File: config.mk
export PLATFORM = sky130hd
export DESIGN_NAME = fetch_bkpt_unit
export DESIGN_NICKNAME = d
export VERILOG_FILES = /design/src/rtl/fbk_pkg.sv /design/src/rtl/fbk_ctrl_reg.sv /design/src/rtl/fbk_comparator.sv /design/src/rtl/fbk_prio_enc.sv /design/src/rtl/fbk_id_rom.sv /design/src/rtl/fetch_bkpt_unit.sv
export SDC_FILE = /design/constraint.sdc
export NUM_CORES = 1
export LEC_CHECK = 0
export ABC_AREA = 0
export BUFFER_PORTS_ARGS = -buffer_cell sky130_fd_sc_hd__buf_2
export CAP_MARGIN = 20
export CORE_MARGIN = 2
export CORE_UTILIZATION = 58
export DETAILED_ROUTE_END_ITERATION = 16
export HOLD_SLACK_MARGIN = 0.06
export PLACE_DENSITY = 0.8
export SYNTH_ARGS = -nofsm -noshare
export SYNTH_HDL_FRONTEND = slang
export SYNTH_SLANG_ARGS = --single-unit
File: constraint.sdc
create_clock -name clk -period 2.8 [get_ports clk]
set_input_delay 0.42 -clock clk [delete_from_list [all_inputs] [get_ports clk]]
set_output_delay 0.42 -clock clk [all_outputs]
set_load 0.1 [all_outputs]
File: src/rtl/fbk_pkg.sv
package fbk_pkg;

   // Word index space of the 4 KB register window
   localparam int REG_WW = 10;

   localparam logic [REG_WW-1:0] CTRL_WORD    = 10'h000;
   localparam logic [REG_WW-1:0] CMP_BASE     = 10'h002;
   localparam logic [REG_WW-1:0] ID_BASE      = 10'h3F4;
   localparam int                ID_WORDS     = 12;

   // Halfword select codes held in bits 31:30 of a comparator word
   typedef enum logic [1:0] {
      HS_NONE = 2'b00,
      HS_LOW  = 2'b01,
      HS_HIGH = 2'b10,
      HS_BOTH = 2'b11
   } half_sel_e;

   // Constant identification byte for id word k (k counted from ID_BASE)
   function automatic logic [7:0] id_byte(input logic [3:0] k);
      case (k)
         4'd0:    id_byte = 8'h04;
         4'd4:    id_byte = 8'h0B;
         4'd5:    id_byte = 8'hB0;
         4'd6:    id_byte = 8'h0B;
         4'd8:    id_byte = 8'h0D;
         4'd9:    id_byte = 8'hE0;
         4'd10:   id_byte = 8'h05;
         4'd11:   id_byte = 8'hB1;
         default: id_byte = 8'h00;
      endcase
   endfunction

endpackage

File: src/rtl/fbk_ctrl_reg.sv
module fbk_ctrl_reg #(
   parameter int NUM_CMP = 4
) (
   input  logic        clk,
   input  logic        dbg_rst_n,
   input  logic        wr_en,
   input  logic [31:0] wdata,
   output logic        unit_en,
   output logic [31:0] rdata
);

   localparam logic [3:0] CNT_CODE = 4'(NUM_CMP);

   if (NUM_CMP < 2 || NUM_CMP > 15) begin : g_bad_count
      $error("fbk_ctrl_reg: NUM_CMP must lie in 2..15");
   end

   logic unused_wbits;
   assign unused_wbits = ^wdata[31:2];

   always_ff @(posedge clk or negedge dbg_rst_n) begin
      if (!dbg_rst_n)
         unit_en <= 1'b0;
      else if (wr_en && wdata[1])
         unit_en <= wdata[0];
   end

   always_comb begin
      rdata      = '0;
      rdata[7:4] = CNT_CODE;
      rdata[0]   = unit_en;
   end


   key_gate_chk: assert property (@(posedge clk) disable iff (!dbg_rst_n)
      (wr_en && !wdata[1]) |=> $stable(unit_en));


   no_write_hold_chk: assert property (@(posedge clk) disable iff (!dbg_rst_n)
      !wr_en |=> $stable(unit_en));

endmodule

File: src/rtl/fbk_comparator.sv
module fbk_comparator
   import fbk_pkg::*;
#(
   parameter int ADDR_W = 32,
   parameter int CMP_HI = 28,
   parameter int CMP_LO = 2
) (
   input  logic              clk,
   input  logic              dbg_rst_n,
   input  logic              wr_en,
   input  logic [31:0]       wdata,
   input  logic              unit_en,
   input  logic [ADDR_W-1:0] fetch_addr,
   output logic [31:0]       rdata,
   output logic              hit
);

   localparam int CW = CMP_HI - CMP_LO + 1;

   if (CMP_LO < 2 || CMP_HI > 28 || ADDR_W < CMP_HI + 2 || CMP_HI < CMP_LO) begin : g_bad_field
      $error("fbk_comparator: compare field must sit inside bits 28:2 below ADDR_W");
   end

   logic          en_q;
   half_sel_e     sel_q;
   logic [CW-1:0] comp_q;

   logic unused_bits;
   assign unused_bits = ^{wdata[29], wdata[1], fetch_addr[0], wdata};

   always_ff @(posedge clk or negedge dbg_rst_n) begin
      if (!dbg_rst_n) begin
         en_q   <= 1'b0;
         sel_q  <= HS_NONE;
         comp_q <= '0;
      end else if (wr_en) begin
         en_q   <= wdata[0];
         sel_q  <= half_sel_e'(wdata[31:30]);
         comp_q <= wdata[CMP_HI:CMP_LO];
      end
   end

   always_comb begin
      rdata                = '0;
      rdata[31:30]         = sel_q;
      rdata[CMP_HI:CMP_LO] = comp_q;
      rdata[0]             = en_q;
   end

   logic region_ok;
   logic word_eq;
   logic half_ok;

   assign region_ok = (fetch_addr[ADDR_W-1:CMP_HI+1] == '0);
   assign word_eq   = (fetch_addr[CMP_HI:CMP_LO] == comp_q);

   always_comb begin
      case (sel_q)
         HS_LOW:  half_ok = ~fetch_addr[1];
         HS_HIGH: half_ok =  fetch_addr[1];
         HS_BOTH: half_ok = 1'b1;
         default: half_ok = 1'b0;
      endcase
   end

   assign hit = unit_en & en_q & region_ok & word_eq & half_ok;


   cfg_reset_chk: assert property (@(posedge clk)
      $rose(dbg_rst_n) |-> (!en_q && sel_q == HS_NONE && comp_q == '0));


   hit_gate_chk: assert property (@(posedge clk) disable iff (!dbg_rst_n)
      hit |-> unit_en);

endmodule

File: src/rtl/fbk_prio_enc.sv
module fbk_prio_enc #(
   parameter int N  = 4,
   parameter int IW = 2
) (
   input  logic [N-1:0]  hits,
   output logic          any,
   output logic [IW-1:0] idx
);

   if (IW < $clog2(N)) begin : g_bad_width
      $error("fbk_prio_enc: IW too narrow for N");
   end

   always_comb begin
      idx = '0;
      for (int j = N - 1; j >= 0; j--) begin
         if (hits[j]) idx = IW'(j);
      end
   end

   assign any = |hits;

   always_comb begin

      if (any) begin
         lowest_pick_chk: assert (hits[idx]);
      end
   end

endmodule

File: src/rtl/fbk_id_rom.sv
module fbk_id_rom
   import fbk_pkg::*;
(
   input  logic [REG_WW-1:0] word,
   output logic [31:0]       rdata
);

   logic [REG_WW-1:0] rel;
   assign rel = word - ID_BASE;

   always_comb begin
      rdata = '0;
      if (word >= ID_BASE && rel < REG_WW'(ID_WORDS))
         rdata[7:0] = id_byte(rel[3:0]);
   end

endmodule

File: src/rtl/fetch_bkpt_unit.sv
module fetch_bkpt_unit
   import fbk_pkg::*;
#(
   parameter int NUM_CMP = 4,
   parameter int ADDR_W  = 32,
   parameter int CMP_HI  = 28,
   parameter int CMP_LO  = 2,
   parameter int IDX_W   = 2
) (
   input  logic              clk,
   input  logic              dbg_rst_n,
   input  logic              sys_rst_n,
   input  logic              reg_sel,
   input  logic              reg_wr,
   input  logic [REG_WW-1:0] reg_word,
   input  logic [31:0]       reg_wdata,
   output logic [31:0]       reg_rdata,
   input  logic              fetch_valid,
   input  logic [ADDR_W-1:0] fetch_addr,
   input  logic              fetch_hi_half,
   output logic              bkpt_evt,
   output logic [IDX_W-1:0]  bkpt_idx
);

   if (IDX_W < $clog2(NUM_CMP)) begin : g_bad_idx
      $error("fetch_bkpt_unit: IDX_W too narrow for NUM_CMP");
   end

   logic               wr_strobe;
   logic               ctrl_wr;
   logic               unit_en;
   logic [31:0]        ctrl_rd;
   logic [31:0]        id_rd;
   logic [NUM_CMP-1:0] cmp_hit;
   logic [31:0]        cmp_rd [NUM_CMP];
   logic               any_hit;
   logic [IDX_W-1:0]   hit_idx;

   assign wr_strobe = reg_sel & reg_wr;
   assign ctrl_wr   = wr_strobe && (reg_word == CTRL_WORD);

   fbk_ctrl_reg #(.NUM_CMP(NUM_CMP)) u_ctrl (
      .clk       (clk),
      .dbg_rst_n (dbg_rst_n),
      .wr_en     (ctrl_wr),
      .wdata     (reg_wdata),
      .unit_en   (unit_en),
      .rdata     (ctrl_rd)
   );

   for (genvar g = 0; g < NUM_CMP; g++) begin : g_cmp
      logic slot_wr;
      assign slot_wr = wr_strobe && (reg_word == CMP_BASE + REG_WW'(g));

      fbk_comparator #(
         .ADDR_W (ADDR_W),
         .CMP_HI (CMP_HI),
         .CMP_LO (CMP_LO)
      ) u_slot (
         .clk        (clk),
         .dbg_rst_n  (dbg_rst_n),
         .wr_en      (slot_wr),
         .wdata      (reg_wdata),
         .unit_en    (unit_en),
         .fetch_addr (fetch_addr),
         .rdata      (cmp_rd[g]),
         .hit        (cmp_hit[g])
      );
   end

   fbk_prio_enc #(.N(NUM_CMP), .IW(IDX_W)) u_prio (
      .hits (cmp_hit),
      .any  (any_hit),
      .idx  (hit_idx)
   );

   fbk_id_rom u_id (
      .word  (reg_word),
      .rdata (id_rd)
   );

   always_comb begin
      reg_rdata = id_rd;
      if (reg_word == CTRL_WORD)
         reg_rdata = ctrl_rd;
      for (int k = 0; k < NUM_CMP; k++) begin
         if (reg_word == CMP_BASE + REG_WW'(k))
            reg_rdata = cmp_rd[k];
      end
      if (!reg_sel)
         reg_rdata = '0;
   end

   always_ff @(posedge clk or negedge sys_rst_n) begin
      if (!sys_rst_n) begin
         bkpt_evt <= 1'b0;
         bkpt_idx <= '0;
      end else begin
         bkpt_evt <= fetch_valid & any_hit;
         bkpt_idx <= (fetch_valid & any_hit) ? hit_idx : '0;
      end
   end


   evt_source_chk: assert property (@(posedge clk) disable iff (!sys_rst_n)
      bkpt_evt |-> $past(fetch_valid));


   evt_enable_chk: assert property (@(posedge clk) disable iff (!sys_rst_n)
      bkpt_evt |-> $past(unit_en));


   high_region_chk: assert property (@(posedge clk) disable iff (!sys_rst_n)
      (fetch_valid && fetch_addr[ADDR_W-1:CMP_HI+1] != '0) |=> !bkpt_evt);


   hi_half_chk: assert property (@(posedge clk) disable iff (!sys_rst_n)
      (fetch_valid && fetch_hi_half && any_hit) |=> bkpt_evt);


   idx_idle_chk: assert property (@(posedge clk) disable iff (!sys_rst_n)
      !bkpt_evt |-> (bkpt_idx == '0));

endmodule

### Word-level counts from Yosys, hierarchy flattened

Memory sizes are Yosys's and may differ from the RTL's.
Cells that the tools add are included.

* register bits after elaboration: 124
* memory bits (read-only): 128
* bits of input ports: 81
* output and inout port bits: 35
* word-level logic and storage cells: 84
* memories: 1

* add/subtract/negate cells: 1
* order comparisons: 2
* equality and inequality tests: 20
* multiplexer cells: 16
* bitwise gates (word level): 19
* reduce and logical (&&, ||, !) cells: 10

Memories
* (name not given): words 16, bits a word 8, rd ports 1, clocked after Yosys merged registers in 0, wr ports 0, line fbk_pkg.sv:21 `case (k)`

Operators with widths (number)
* 32-bit 2-to-1 mux: 5
* 27-bit equality test: 4
* 10-bit by 2-bit equality test with 1-bit output, second input constant: 2
* 10-bit by 3-bit equality test with 1-bit output, second input constant: 2
* 1-bit bitwise AND: 18
* 2-bit equality test, second input constant: 8
* 8-bit 2-to-1 mux: 2
* 1-bit one-hot mux with 3 select lines: 4
* 10-bit >= comparator, second input constant: 1
* 10-bit logical NOT: 1
* 10-bit by 4-bit < comparator with 1-bit output, second input constant: 1
* 2-bit 2-to-1 mux: 5
* 10-bit subtractor, second input constant: 1
* 2-bit by 1-bit equality test with 1-bit output, second input constant: 4
* 1-bit logical AND: 7
* 4-bit OR reduction: 1
* 3-bit logical NOT: 1
* 1-bit inverter: 1

### Longest topological paths before layout

Gate-level depths: netlist of the first run.

* depth after elaboration: 10
* mapped depth: 10
* gate-level depth less buffers: 7

### Modules after synthesis

A second synthesis of the first run with hierarchy kept.

* cells, all modules: 880
* area total of the unflattened synthesis: 8948.6 µm²

Modules (own cells, without submodules)
* fbk_comparator: times used 4, cells each 107, area each 1455.1 µm², sequential area each 750.7 µm²
* fetch_bkpt_unit: times used 1, cells each 358, area each 2432.3 µm², sequential area each 75.1 µm²
* fbk_id_rom: times used 1, cells each 50, area each 369.1 µm², sequential area each 0.0 µm²
* fbk_ctrl_reg: times used 1, cells each 37, area each 291.5 µm², sequential area each 25.0 µm²
* fbk_prio_enc: times used 1, cells each 7, area each 35.0 µm², sequential area each 0.0 µm²

### Least setup slack after synthesis of the first run

No wires, ideal clock.

* path type: input to output
* from: input port reg_word[9]
* to: output port reg_rdata[2]
* data arrival time: 4048 ps
* required time: 2380 ps
* setup slack: -1668 ps
* cell stages on the path: 5
* path buffers: 1
* cell sequence: or4_4 > nor4_2 > clkbuf_1 > nand2_1 > a21boi_0

* longest elaborated chain between the ends: 10
* elaborated cells between the ends (all ways): 16
* classes of those cells: add/sub: 1; order compare: 2; eq/ne: 4; mux: 7; reduce/logical: 2

RTL lines
* start, declared: line fetch_bkpt_unit.sv:15 `input logic [REG_WW-1:0] reg_word,`
* 10-bit subtractor: line fbk_id_rom.sv:9 `assign rel = word - ID_BASE;`
* 10-bit by 4-bit < comparator with 1-bit output: line fbk_id_rom.sv:13 `if (word >= ID_BASE && rel < REG_WW'(ID_WORDS))`
* 1-bit logical AND: line fbk_id_rom.sv:13
* 8-bit 2-to-1 mux: line fbk_id_rom.sv:13
* 8-bit 2-to-1 mux: line fetch_bkpt_unit.sv:84 `if (reg_word == CTRL_WORD)`
* 32-bit 2-to-1 mux (3 in series): line fetch_bkpt_unit.sv:87 `if (reg_word == CMP_BASE + REG_WW'(k))`
* 32-bit 2-to-1 mux (*): line fetch_bkpt_unit.sv:87
* 32-bit 2-to-1 mux (*): line fetch_bkpt_unit.sv:90 `if (!reg_sel)`
* end, declared: line fetch_bkpt_unit.sv:17 `output logic [31:0] reg_rdata,`

Mark *: on every way between the ends. The rest lies on a longest branch, timed or not.

### Final worst setup path of the first run

* from: input port reg_word[7]
* to: output port reg_rdata[15]

* longest elaborated chain between the ends: 6
* elaborated cells between the ends (all ways): 9
* classes of those cells: eq/ne: 4; mux: 5

RTL lines (line)
* 10-bit by 2-bit equality test with 1-bit output: fetch_bkpt_unit.sv:87
* 32-bit 2-to-1 mux (3 in series): fetch_bkpt_unit.sv:87
* 32-bit 2-to-1 mux (*): fetch_bkpt_unit.sv:87
* 32-bit 2-to-1 mux (*): fetch_bkpt_unit.sv:90

Marks and branches as above.

==> impl_results.md, run 1 <==
- Synth Area in Adders: 0.5056%
- Worst vdd ir: 0.5823 mV
- Num rows: between 40 and 50
- Critical Path RT: ~2.4 ns
- Placed cells: about 940
- First drt pass iteration count: 6
- Finish-stage setup viols: 0
- Number of global-route vias before repair: roughly 6.4k
- Initial Utilization: 59.07%
- Largest net degree at the start of global routing: 70
- Initial DRC Count: between 600 and 700
- Congestion Overflow GR: 0
- Fin. Hold Viols: 0
- Synthesized net count: 742
- IO Port Bufs: 111
- Skew final: ~0.011 ns
- Die H: roughly 120 µm
- CTS tree: done
- Mux contribution to synthesized area: about a quarter
- CP arrival: ~2.4 ns
- Num CTS Buffers: 17
- H-tree levels: 4
- Fin. max-slew vios: 0
- Post-synth EDFFs: 0
- Worst slew margin: a little under two fifths
- Comb pwr share: about a tenth
- Tot GR Track Use: approximately a third
- Antenna violations before repair: 1
- CTS sink count: between 100 and 150
- Most frequent CP cell: buf_12
- Clock power share: 48.2%
- Ant. Diodes: 0
- #FFs+latches synth: about 120
- Top FF cell, synth: dfrtp_1
- Ports: 116
- Number of distinct library cells after synthesis: 56
- Slowest cell on the critical path: or4_4
- Clk root buf: clkbuf_16
- Main combinational cell family by area after synthesis: multiplexers
- Kind of critical path: input port to output pin
- Antenna viol nets, final: 0
- RSZ-0062 raised after global routing: true
- Yosys top cell by area: dfrtp_1
- Hold Crit Class: input port to async pin
- Post-Synth Simple-Gate Area: around an eighth
- Static leakage: approximately 4.5 nW
- Layout cells sized above 1: around 45%
- Pin slew with the least headroom to its limit: 0.9319 ns
- Skew-Pair Late Insertion Delay: 0.43 ns
- Min cycle time layout: around 2.8 ns
- Yosys Warn Count: 0
- CTS Buffer Depth: 2
- Async SR Flop Fraction: 100.0%
- Worst-path maximum fanout: 7
- Synthesized area: ~0.0074 mm²
- Vias per cell: 6.415
- Nets: 870
- Wire length of the first global-routing pass: between 30,000 and 40,000 µm
- Non-Filler Instances: 969
- WL final: around 23,000 µm
- Flop pwr share: between 40 and 50%
- Die ar.: around 0.014 mm²
- Post-DR wirelength/cell: about 24 µm
- P_int: approximately 0.0033 W
- Final period utilization: 99.96%
- Critical path's top delay family: simple AND/OR/NAND/NOR gates
- Crit path cell chain: buf_6 -> or4_4 -> or3_4 -> nor2_4 -> buf_12 -> buf_12 -> a221oi_1 -> nor2b_4 -> buf_12
- Pwr dens: between 400 and 500 mW/mm²
- Top cells by area in the synthesized netlist: dfrtp_1 (42%), mux2_2 (14%), xnor2_1 (8.3%)
- Outcome: complete, no violations
- DR DRC count: 0
- CP endpoint kind: output pin
- Max Cap Violations: 0
- Top-area cell type share of the netlist area: 41.79%
- Detailed Place HPWL: between 15,000 and 20,000 µm
- P_sw: between 0.001 and 0.0015 W
- Area growth from synthesis to layout: 32.71%
- Fin util: between 70 and 80%
- Post-Syn Area per Cell: 11.28 µm²
- Critical path buffers and inverters: 4
- Syn Inst Count: 658
- Core box area: ~0.013 mm²
- Startpoint Class: input port
- Max Freq: between 300 and 400 MHz
- Vias post-DR: 6,216
- Seq/Total Area, Yosys: around two fifths
- Post-synthesis compound-gate area fraction: under 10%
- Worst-path clk slew: approximately 0.050 ns
- Synth Area in XOR/XNOR: 11.56%
- Max stage delay on crit path: 0.53 ns
- GPL Wtd Cong: 0.9455
- Switching share of power: between 20 and 25%
- Die Wd: 117.1 µm
## path summary, 6_finish.rpt
check / slack [ns] / cells after the start / from / endpoint
setup / recovery: 0.001 / 9 / reg_word[7] / reg_rdata[15]
hold / removal: 0.13 / 1 / dbg_rst_n / u_ctrl.unit_en
setup reg to reg: 0.22 / 5 / u_ctrl.unit_en / bkpt_idx[1]
hold reg to reg: 0.54 / 1 / g_cmp[1].u_slot.en_q / g_cmp[1].u_slot.en_q
max in group asynchronous: 1.85 / 2 / dbg_rst_n / g_cmp[3].u_slot.comp_q[26]
min in group clk: 0.27 / 2 / reg_wdata[10] / g_cmp[3].u_slot.comp_q[8]
## cell usage in the layout, fill, tap and decap left out, types with 3 or more instances in the layout
master     count
dfrtp_1      124
mux2_2        92
buf_2         77
xnor2_1       70
buf_12        43
nor2_1        33
mux2_4        30
buf_4         29
xor2_1        28
mux2i_1       24
nor2b_4       23
nand4_1       22
nand2_1       18
clkbuf_16     17
inv_1         15
a221oi_1      13
nor4_1        11
a221oi_2      10
o21ai_0        9
nand2b_1       6
o22ai_1        6
a21oi_1        6
clkinv_2       6
nand3_1        5
nor2b_1        5
clkbuf_8       4
buf_6          4
nor4_2         3
a22oi_1        3
a21oi_4        3
a21boi_4       3
or3_1          3
nor3_1         3
a222oi_1       3
ha_1           3
## cell families after synthesis
group | count (synthesis)
muxes | 146
other | 1
AOI/OAI and AO/OA | 71
DFF | 124
xor gates and xnor gates | 98
and+or+nand+nor | 155
adders and majority gates | 3
buffers and inverters | 60
## routing by layer
layer | global-route usage (%) | routed length [µm] | share of wire [%] | vias to the layer above
met1 | 45.90 | 8798 | 38 | 3068
met5 | 0 | 13 | 0.057 | -
li1 | - | - | - | 2631
met4 | 17.57 | 1206 | 5.2 | 2
met2 | 54.64 | 10960 | 48 | 394
met3 | 8.239 | 2023 | 8.8 | 121
## worst register-to-register path, cell delays in order, from the launching register on
cell and delay [ns]:
dfrtp_1 0.39, or4b_2 0.66, nor3_1 0.33, nand3_1 0.16, or3_1 0.41, a211oi_1 0.46
## stage by stage
stage	hold WS, ns	instance area [µm²]	setup WS (ns)	total power, W	TNS, ns
after detailed placement	0.2185	9141	-0.1003	0.002246	-1.662
after global routing	0.2045	9853	-0.01217	0.004420	-0.02974
final	0.1314	9853	0.001245	0.004319	0
after floorplan	0.1244	7667	-0.1620	0.002043	-2.351
after global placement	0.2134	9141	-0.06926	0.002234	-1.090
after CTS	0.1750	9722	0.01133	0.004311	0
## registers in the layout, indices dropped and copies added, names as in the netlist
signal               count
g_cmp.u_slot.en_q        4
g_cmp.u_slot.sel_q       8
bkpt_evt                 1
u_ctrl.unit_en           1
g_cmp.u_slot.comp_q    108
bkpt_idx                 2
## power by group through the flow
| stage | combinational (W) | clock [W] | sequential [W] |
|---|---|---|---|
| floorplan | 0.000194 | 0 | 0.00185 |
| global placement | 0.000383 | 0 | 0.00185 |
| detailed placement | 0.000393 | 0 | 0.00185 |
| CTS | 0.000400 | 0.00209 | 0.00182 |
| global route | 0.000440 | 0.00216 | 0.00182 |
| finish | 0.000414 | 0.00208 | 0.00182 |
## cell type report
| class | count | area (µm²) |
|---|---|---|
| Clock buffer | 22 | 484.2 |
| Fill cell | 732 | 2715 |
| Clock inverter | 8 | 67.56 |
| Timing Repair Buffer | 154 | 1519 |
| Sequential cell | 124 | 3103 |
| Tap cell | 172 | 215.2 |
| Multi-Input combinational cell | 474 | 4408 |
| Inverter | 15 | 56.30 |
## Yosys cell counts, types with 2 or more instances
| master | number |
|---|---|
| nor4_1 | 14 |
| xnor2_1 | 70 |
| clkbuf_1 | 31 |
| or4_1 | 2 |
| ha_1 | 3 |
| or3_1 | 5 |
| mux2i_1 | 24 |
| buf_12 | 3 |
| a32oi_1 | 2 |
| a221oi_1 | 23 |
| nand3_1 | 5 |
| buf_2 | 9 |
| nor2b_1 | 28 |
| nor2_1 | 35 |
| xor2_1 | 28 |
| o22ai_1 | 6 |
| and2_1 | 2 |
| nand4_1 | 22 |
| nor3_1 | 4 |
| o311ai_0 | 2 |
| a222oi_1 | 3 |
| nand2b_1 | 6 |
| inv_1 | 15 |
| dfrtp_1 | 124 |
| o221ai_1 | 2 |
| nand2_1 | 18 |
| a21oi_1 | 9 |
| mux2_2 | 92 |
| a22oi_1 | 3 |
| and4_1 | 2 |
| mux2_4 | 30 |
| o31ai_1 | 2 |
| a21boi_0 | 3 |
| o21ai_0 | 9 |
## repair_timing
action	CTS	global route
hold buffers	1	0
gates cloned	0	0
setup buffers	0	2
gates resized for setup	4	19
pin swaps	0	5
endpoints found under the setup margin	25	25
endpoints found under the hold margin	3	0
(Power assumes the default switching activity.)
==> run 2: changes to the inputs <==
--- a/config.mk
+++ b/config.mk
@@ -9,10 +9,10 @@
 export BUFFER_PORTS_ARGS = -buffer_cell sky130_fd_sc_hd__buf_2
 export CAP_MARGIN = 20
 export CORE_MARGIN = 2
-export CORE_UTILIZATION = 58
+export CORE_UTILIZATION = 33
 export DETAILED_ROUTE_END_ITERATION = 16
 export HOLD_SLACK_MARGIN = 0.06
-export PLACE_DENSITY = 0.8
+export PLACE_DENSITY = 0.5
 export SYNTH_ARGS = -nofsm -noshare
 export SYNTH_HDL_FRONTEND = slang
 export SYNTH_SLANG_ARGS = --single-unit
==> run 2 against run 1 <==
  * The run now ends with negative setup slack left
  * Global-route usage shrank 13 points
  * Total power grew 4.7%
  * Critical endpoint is now reg_rdata[21]
  * Core utilization shrank 33 points
  * Die area grew 73%
  * Register-to-register slack gained 0.12 ns
  * Critical path depth is the same
  * Via count shrank 5.8%
  * Clock-buffer cell count grew 4
  * Cell count grew 12%
  * Clock power grew 10%
  * Clock skew shrank 0.00057 ns
  * First-iteration DRC count shrank 39%
==> impl_results.md, run 2 (synthesis results as in run 1) <==
- Startpoint Class: input port (unchanged)
- Most frequent CP cell: buf_12 (unchanged)
- Fin util: 45.57% (was 78.40%)
- Crit path cell chain: buf_6 -> or4_4 -> or3_4 -> nor2_4 -> buf_12 -> a221oi_1 -> buf_4 -> nor2b_4 -> buf_12 (was buf_6 -> or4_4 -> or3_4 -> nor2_4 -> buf_12 -> buf_12 -> a221oi_1 -> nor2b_4 -> buf_12)
- Fin. max-slew vios: 0 (unchanged)
- RR Startpoint: u_ctrl.unit_en (unchanged)
- Largest net degree at the start of global routing: 55 (was 70)
- CP arrival: 2.41 ns (was 2.38 ns)
- Failing checks: negative setup slack
- CTS sink count: 124 (unchanged)
- First drt pass iteration count: 6 (unchanged)
- GPL Wtd Cong: 0.8460 (was 0.9455)
- Core box area: 0.02196 mm² (was 0.01257 mm²)
- Number of global-route vias before repair: 6,306 (was 6,369)
- Congestion Overflow GR: 0 (unchanged)
- Clk root buf: clkbuf_16 (unchanged)
- Die H: 154.0 µm (was 117.1 µm)
- Kind of critical path: input port to output pin (unchanged)
- Worst vdd ir: 0.3515 mV (was 0.5823 mV)
- RSZ-0062 raised after global routing: true (unchanged)
- Max Cap Violations: 0 (unchanged)
- Nets: 877 (was 870)
- Post-DR wirelength/cell: 22.74 µm (was 23.74 µm)
- Register bank with the most flops: g_cmp.u_slot.comp_q (unchanged)
- Initial Utilization: 33.81% (was 59.07%)
- Max Freq: 353.2 MHz (was 357.3 MHz)
- Ports: 116 (unchanged)
- Setup crit start: reg_word[9] (was reg_word[7])
- Final period utilization: 101.1% (was 99.96%)
- CP endpoint kind: output pin (unchanged)
- IO Port Bufs: 111 (unchanged)
- Layout cells sized above 1: 44.17% (was 45.29%)
- Max FFs per register: 108 (unchanged)
- Skew-Pair Late Insertion Delay: 0.42 ns (was 0.43 ns)
- Area growth from synthesis to layout: 34.78% (was 32.71%)
- Antenna viol nets, final: 0 (unchanged)
- Skew final: 0.01022 ns (was 0.01079 ns)
- Num CTS Buffers: 17 (unchanged)
- Regs by FF count: g_cmp.u_slot.comp_q x108, g_cmp.u_slot.sel_q x8, g_cmp.u_slot.en_q x4 (unchanged)
- Antenna violations before repair: 0 (was 1)
- Outcome: complete, but fails checks (was complete, no violations)
- H-tree levels: 4 (unchanged)
- DR DRC count: 0 (unchanged)
- Wire length of the first global-routing pass: 38,230 µm (was 35,340 µm)
- Finish-stage setup viols: 10 (was 0)
- Die ar.: 0.02371 mm² (was 0.01372 mm²)
- Pwr dens: 451.8 mW/mm² (was 438.3 mW/mm²)
- Worst slew margin: 51.15% (was 37.87%)
- Commonest cells after routing, fill and taps aside: dfrtp_1 (124), mux2_2 (92), buf_2 (77), xnor2_1 (70), buf_12 (41) (was dfrtp_1 (124), mux2_2 (92), buf_2 (77), xnor2_1 (70), buf_12 (43))
- Num rows: 54 (was 41)
- Setup_tns: -0.1699 ns (was 0 ns)
- Final WS setup: -0.03127 ns (was 0.001245 ns)
- Max stage delay on crit path: 0.53 ns (about the same)
- Die Wd: 154.0 µm (was 117.1 µm)
- Hold Crit Class: input port to async pin (unchanged)
- Initial DRC Count: 408 (was 671)
- GR peak layer: met2 (unchanged)
- Global-route track usage on met3: 3.495% (was 8.239%)
- Critical Path RT: 2.38 ns (about the same)
- Worst-path clk slew: 0.05 ns (about the same)
- Ant. Diodes: 0 (unchanged)
- Fin. Hold Viols: 0 (unchanged)
- CTS tree: done (unchanged)
- Slowest cell on the critical path: or4_4 (unchanged)
- Grt met1 use: 28.77% (was 45.90%)
- CTS Buffer Depth: 2 (unchanged)
- Worst-path maximum fanout: 15 (was 7)
- Tot GR Track Use: 21.51% (was 35.00%)
- Static leakage: 4.477 nW (was 4.463 nW)
- Vias per cell: 5.393 (was 6.415)
- Pin slew with the least headroom to its limit: 0.7328 ns (was 0.9319 ns)
- Commonest non-fill, non-tap cell in the layout: dfrtp_1 (unchanged)
- Setup Slack @ Placement: -0.1436 ns (was -0.1003 ns)
- Detailed Place HPWL: 17,820 µm (was 15,990 µm)
- WL final: 24,690 µm (was 23,000 µm)
- Routing usage on met2: 35.64% (was 54.64%)
- Min cycle time layout: 2.831 ns (was 2.799 ns)
- Vias post-DR: 5,857 (was 6,216)
run 2: where the power goes:
| group | internal, W | switching, W | total (W) |
|---|---|---|---|
| Sequential | 0.00181 | 0.0000147 | 0.00182 |
| Combinational | 0.000162 | 0.000251 | 0.000413 |
| Clock | 0.00149 | 0.000793 | 0.00229 |
run 2: final timing paths:
kind | cells past startpoint | slack, ns | to
worst max-delay path | 9 | -0.03 | reg_rdata[21]
worst min-delay path | 1 | 0.06 | g_cmp[0].u_slot.comp_q[3]
worst max register to register | 5 | 0.34 | bkpt_evt
worst min register to register | 1 | 0.54 | g_cmp[0].u_slot.sel_q[1]
max in group asynchronous | 2 | 1.91 | g_cmp[2].u_slot.comp_q[12]
min in group clk | 3 | 0.26 | g_cmp[1].u_slot.sel_q[1]
run 2: stage by stage:
step                instance area (µm²)  hold WS [ns]  std cells  total power (W)
floorplan                          7667        0.1244        658         0.002043
global placement                   9304        0.2136       1051         0.002254
detailed placement                 9304        0.2179       1051         0.002260
CTS                                9953       0.08505       1085         0.004543
global route                      10010        0.1062       1086         0.004661
finish                            10010       0.05886       1086         0.004521
run 2: final cells by class:
class | count | area [µm²]
fill | 1983 | 11950
multi-input combinational | 474 | 4344
sequential | 124 | 3103
timing repair buffer | 161 | 1546
clock buffer | 26 | 499.2
tap | 280 | 350.3
clock inverter | 6 | 107.6
inverter | 15 | 56.30
run 2: per-layer routing:
metal	wire length, µm	up-vias	part of all wire (%)
li1	-	2643	-
met1	11220	3013	45
met2	11970	172	48
met3	955	29	3.9
met4	539	0	2.2
met5	0	-	0
run 2: repair_timing:
| item | in CTS | in global routing |
|---|---|---|
| resized for setup | 6 | 9 |
| setup buffers | 1 | 1 |
| hold buffers | 1 | 0 |
| endpoints found under the setup margin | 22 | 24 |
| endpoints found under the hold margin | 3 | 0 |
| pin swaps | 3 | 1 |
run 2: critical path: cells and delay by family:
family / cells / cell delay [ns]
simple gates: 4 / 1.23
buf+inv: 4 / 0.63
compound gates: 1 / 0.12
==> run 3: changes to the inputs <==
--- a/config.mk
+++ b/config.mk
@@ -5,7 +5,7 @@
 export SDC_FILE = /design/constraint.sdc
 export NUM_CORES = 1
 export LEC_CHECK = 0
-export ABC_AREA = 0
+export ABC_AREA = 1
 export BUFFER_PORTS_ARGS = -buffer_cell sky130_fd_sc_hd__buf_2
 export CAP_MARGIN = 20
 export CORE_MARGIN = 2
==> run 3 against run 2 <==
  * The flow now finishes without violations
  * Critical path depth rose by 2
  * First-iteration DRC count rose by 56%
  * Sequential power barely moved
  * Via count rose by 38%
  * Design area rose by 2.8%
  * Synthesized area rose by 7.3%
  * Clock skew fell by 0.0021 ns
==> impl_results.md, run 3 <==
- Outcome: complete, no violations (was complete, but fails checks)
- GPL Wtd Cong: 0.9545 (was 0.8460)
- Skew final: 0.008077 ns (was 0.01022 ns)
- Vias post-DR: 8,103 (was 5,857)
- CTS Buffer Depth: 2 (unchanged)
- Number of global-route vias before repair: 7,749 (was 6,306)
- Die ar.: 0.02539 mm² (was 0.02371 mm²)
- Top FF cell, synth: dfrtp_1 (unchanged)
- Top-count cell post-synth: nand2_1 (was dfrtp_1)
- Initial DRC Count: 636 (was 408)
- Top cells by area in the synthesized netlist: dfrtp_1 (39%), nand2_1 (20%), inv_1 (8.3%) (was dfrtp_1 (42%), mux2_2 (14%), xnor2_1 (8.3%))
- Fill cells: 2,482 (was 1,983)
- CP endpoint kind: output pin (unchanged)
- Clk root buf: clkbuf_16 (unchanged)
- Ports: 116 (unchanged)
- Worst-path clk slew: 0.07 ns (was 0.05 ns)
- Regs by FF count: g_cmp.u_slot.comp_q x108, g_cmp.u_slot.sel_q x8, g_cmp.u_slot.en_q x4 (unchanged)
- Detailed Place HPWL: 23,100 µm (was 17,820 µm)
- Skew-Pair Late Insertion Delay: 0.43 ns (was 0.42 ns)
- Register area: 0.003103 mm² (unchanged)
- Antenna violations before repair: 0 (unchanged)
- Area growth from synthesis to layout: 29.21% (was 34.78%)
- Async SR Flop Fraction: 100.0% (unchanged)
- Worst slew margin: 63.16% (was 51.15%)
- Worst vdd ir: 0.3075 mV (was 0.3515 mV)
- Initial Utilization: 33.73% (was 33.81%)
- Postcts setup bufs: 0 (was 1)
- IO Port Bufs: 111 (unchanged)
- Pin slew with the least headroom to its limit: 0.5468 ns (was 0.7328 ns)
- Number of distinct library cells after synthesis: 39 (was 56)
- Num CTS Buffers: 17 (unchanged)
- Fin. Hold Viols: 0 (unchanged)
- Congestion Overflow GR: 0 (unchanged)
- #FFs+latches synth: 124 (unchanged)
- Synthesized net count: 1,297 (was 742)
- Power Total: 0.004604 W (was 0.004521 W)
- Static leakage: 4.916 nW (was 4.477 nW)
- CP arrival: 2.24 ns (was 2.41 ns)
- Max FFs per register: 108 (unchanged)
- Synthesized area: 0.007964 mm² (was 0.007425 mm²)
- Placed cells: 1,627 (was 1,051)
- Final period utilization: 95.04% (was 101.1%)
- Wire length of the first global-routing pass: 46,500 µm (was 38,230 µm)
- Seq/Total Area, Yosys: 38.96% (was 41.79%)
- Post-DR wirelength/cell: 18.18 µm (was 22.74 µm)
- Worst-path maximum fanout: 9 (was 15)
- Non-Filler Instances: 1,661 (was 1,086)
- CTS tree: done (unchanged)
- Nets: 1,413 (was 877)
- Commonest cells after routing, fill and taps aside: nand2_1 (429), inv_1 (177), o21ai_1 (128), dfrtp_1 (124), nor2_1 (86) (was dfrtp_1 (124), mux2_2 (92), buf_2 (77), xnor2_1 (70), buf_12 (41))
- Hold Crit Class: input port to flip-flop (was input port to async pin)
- Largest net degree at the start of global routing: 59 (was 55)
- RSZ-0062 raised after global routing: false (was true)
- Max Cap Violations: 0 (unchanged)
- Final WS setup: 0.1388 ns (was -0.03127 ns)
- Layout cells sized above 1: 17.36% (was 44.17%)
- Core box area: 0.02361 mm² (was 0.02196 mm²)
- Yosys top cell by area: dfrtp_1 (unchanged)
- Critical Path RT: 2.38 ns (about the same)
- Vias per cell: 4.878 (was 5.393)
- Register bank with the most flops: g_cmp.u_slot.comp_q (unchanged)
- Fin. max-slew vios: 0 (unchanged)
- Synth top cells by count: nand2_1 (433), inv_1 (177), o21ai_1 (128) (was dfrtp_1 (124), mux2_2 (92), xnor2_1 (70))
- Antenna viol nets, final: 0 (unchanged)
- First drt pass iteration count: 6 (unchanged)
- Num rows: 56 (was 54)
- Commonest non-fill, non-tap cell in the layout: nand2_1 (was dfrtp_1)
- Die Wd: 159.3 µm (was 154.0 µm)
- Multi-input logic area: 0.004025 mm² (was 0.004344 mm²)
- Hold slack: 0.2057 ns (was 0.05886 ns)
- H-tree levels: 4 (unchanged)
- DR DRC count: 0 (unchanged)
- Min cycle time layout: 2.661 ns (was 2.831 ns)
- Startpoint Class: input port (unchanged)
- Kind of critical path: input port to output pin (unchanged)
- Yosys Warn Count: 0 (unchanged)
- CTS sink count: 124 (unchanged)
- Ant. Diodes: 0 (unchanged)
- Syn Inst Count: 1,213 (was 658)
- Fin util: 43.58% (was 45.57%)
- Max Freq: 375.8 MHz (was 353.2 MHz)
- Post-Syn Area per Cell: 6.565 µm² (was 11.28 µm²)
- Finish-stage setup viols: 0 (was 10)
- Die H: 159.3 µm (was 154.0 µm)
- Setup Slack @ Placement: 0.1659 ns (was -0.1436 ns)
- Pwr dens: 447.4 mW/mm² (was 451.8 mW/mm²)
- Post-synth EDFFs: 0 (unchanged)
- Top-area cell type share of the netlist area: 38.96% (was 41.79%)
- Tot GR Track Use: 24.17% (was 21.51%)
- WL final: 30,190 µm (was 24,690 µm)
[run 3: cell count changes in the layout (fill, tap and decap cells not counted), moves of 23 or more]
cell,delta
nand2_1,+411
inv_1,+162
o21ai_1,+128
mux2_2,-92
nor2_1,+52
xnor2_1,-51
mux2_4,-30
o21ai_0,+29
xor2_1,-27
inv_2,+24
nand3_1,+24
mux2i_1,-23
nor2b_4,-23
[run 3: area by class of cell]
cell class	instances	share of cell area, %
well taps	319	3.879
inverters	205	7.502
multi-input cells	840	39.12
flip-flops and latches	124	30.16
clock buffers	17	4.134
clock inverters	15	1.812
repair buffers	141	13.40
[run 3: what timing repair did]
item	CTS	global route
hold buffers	2	0
resized for setup	0	3
endpoints found under the hold margin	33	0
endpoints found under the setup margin	0	2
[run 3: layer usage]
| metal | vias to the layer above | global-route usage [%] | share of wire (%) |
|---|---|---|---|
| met5 | - | 0 | 0 |
| met4 | 0 | 6.529 | 1.8 |
| met3 | 34 | 3.360 | 6.4 |
| met2 | 297 | 38.87 | 46 |
| met1 | 3747 | 34.15 | 46 |
| li1 | 4025 | - | - |
[run 3: critical path, cell delays in order]
cell	delay, ns
buf_2	0.13
inv_1	0.13
ha_1	0.19
inv_2	0.05
nor2_4	0.14
nand3_4	0.12
nor2_8	0.11
buf_4	0.24
nand2_1	0.09
a311oi_2	0.39
buf_12	0.23
[run 3: worst paths after layout]
kind,from,endpoint,slack (ns),depth (start not counted)
max,reg_word[2],reg_rdata[22],0.14,11
min,reg_wdata[0],u_ctrl.unit_en,0.21,3
max reg2reg,g_cmp[3].u_slot.comp_q[11],bkpt_idx[0],1.01,9
min reg2reg,g_cmp[2].u_slot.comp_q[15],g_cmp[2].u_slot.comp_q[15],0.49,2
max in group asynchronous,dbg_rst_n,g_cmp[1].u_slot.comp_q[9],1.53,3
min in group asynchronous,sys_rst_n,bkpt_evt,0.30,2
[run 3: per-stage QoR]
stage	setup TNS [ns]	area (µm²)
final	0	10290
after global routing	0	10290
after CTS	0	10280
after detailed placement	0	9653
after global placement	0	9653
after floorplan	-0.3085	8118
[run 3: logic make-up (layout without fill, tap and decap cells)]
| kind of cell | count (synthesis) | after routing | share of synthesized area [%] |
|---|---|---|---|
| AO/OA/AOI/OAI | 239 | 239 | 16.62 |
| XOR/XNOR | 20 | 20 | 2.200 |
| adder cells (fa/ha/maj) | 3 | 3 | 0.4714 |
| buffers and inverters | 249 | 378 | 12.55 |
| flip-flops | 124 | 124 | 38.96 |
| multiplexers | 1 | 1 | 0.1257 |
| other | 1 | 1 | 0.04709 |
| AND/OR/NAND/NOR | 576 | 576 | 29.02 |
[run 3: where the power goes]
| part | switching, W | total [W] | internal (W) |
|---|---|---|---|
| combinational | 0.000298 | 0.000430 | 0.000131 |
| clock | 0.000939 | 0.00235 | 0.00142 |
| sequential | 0.0000137 | 0.00182 | 0.00181 |
| total | 0.00125 | 0.00460 | 0.00335 |
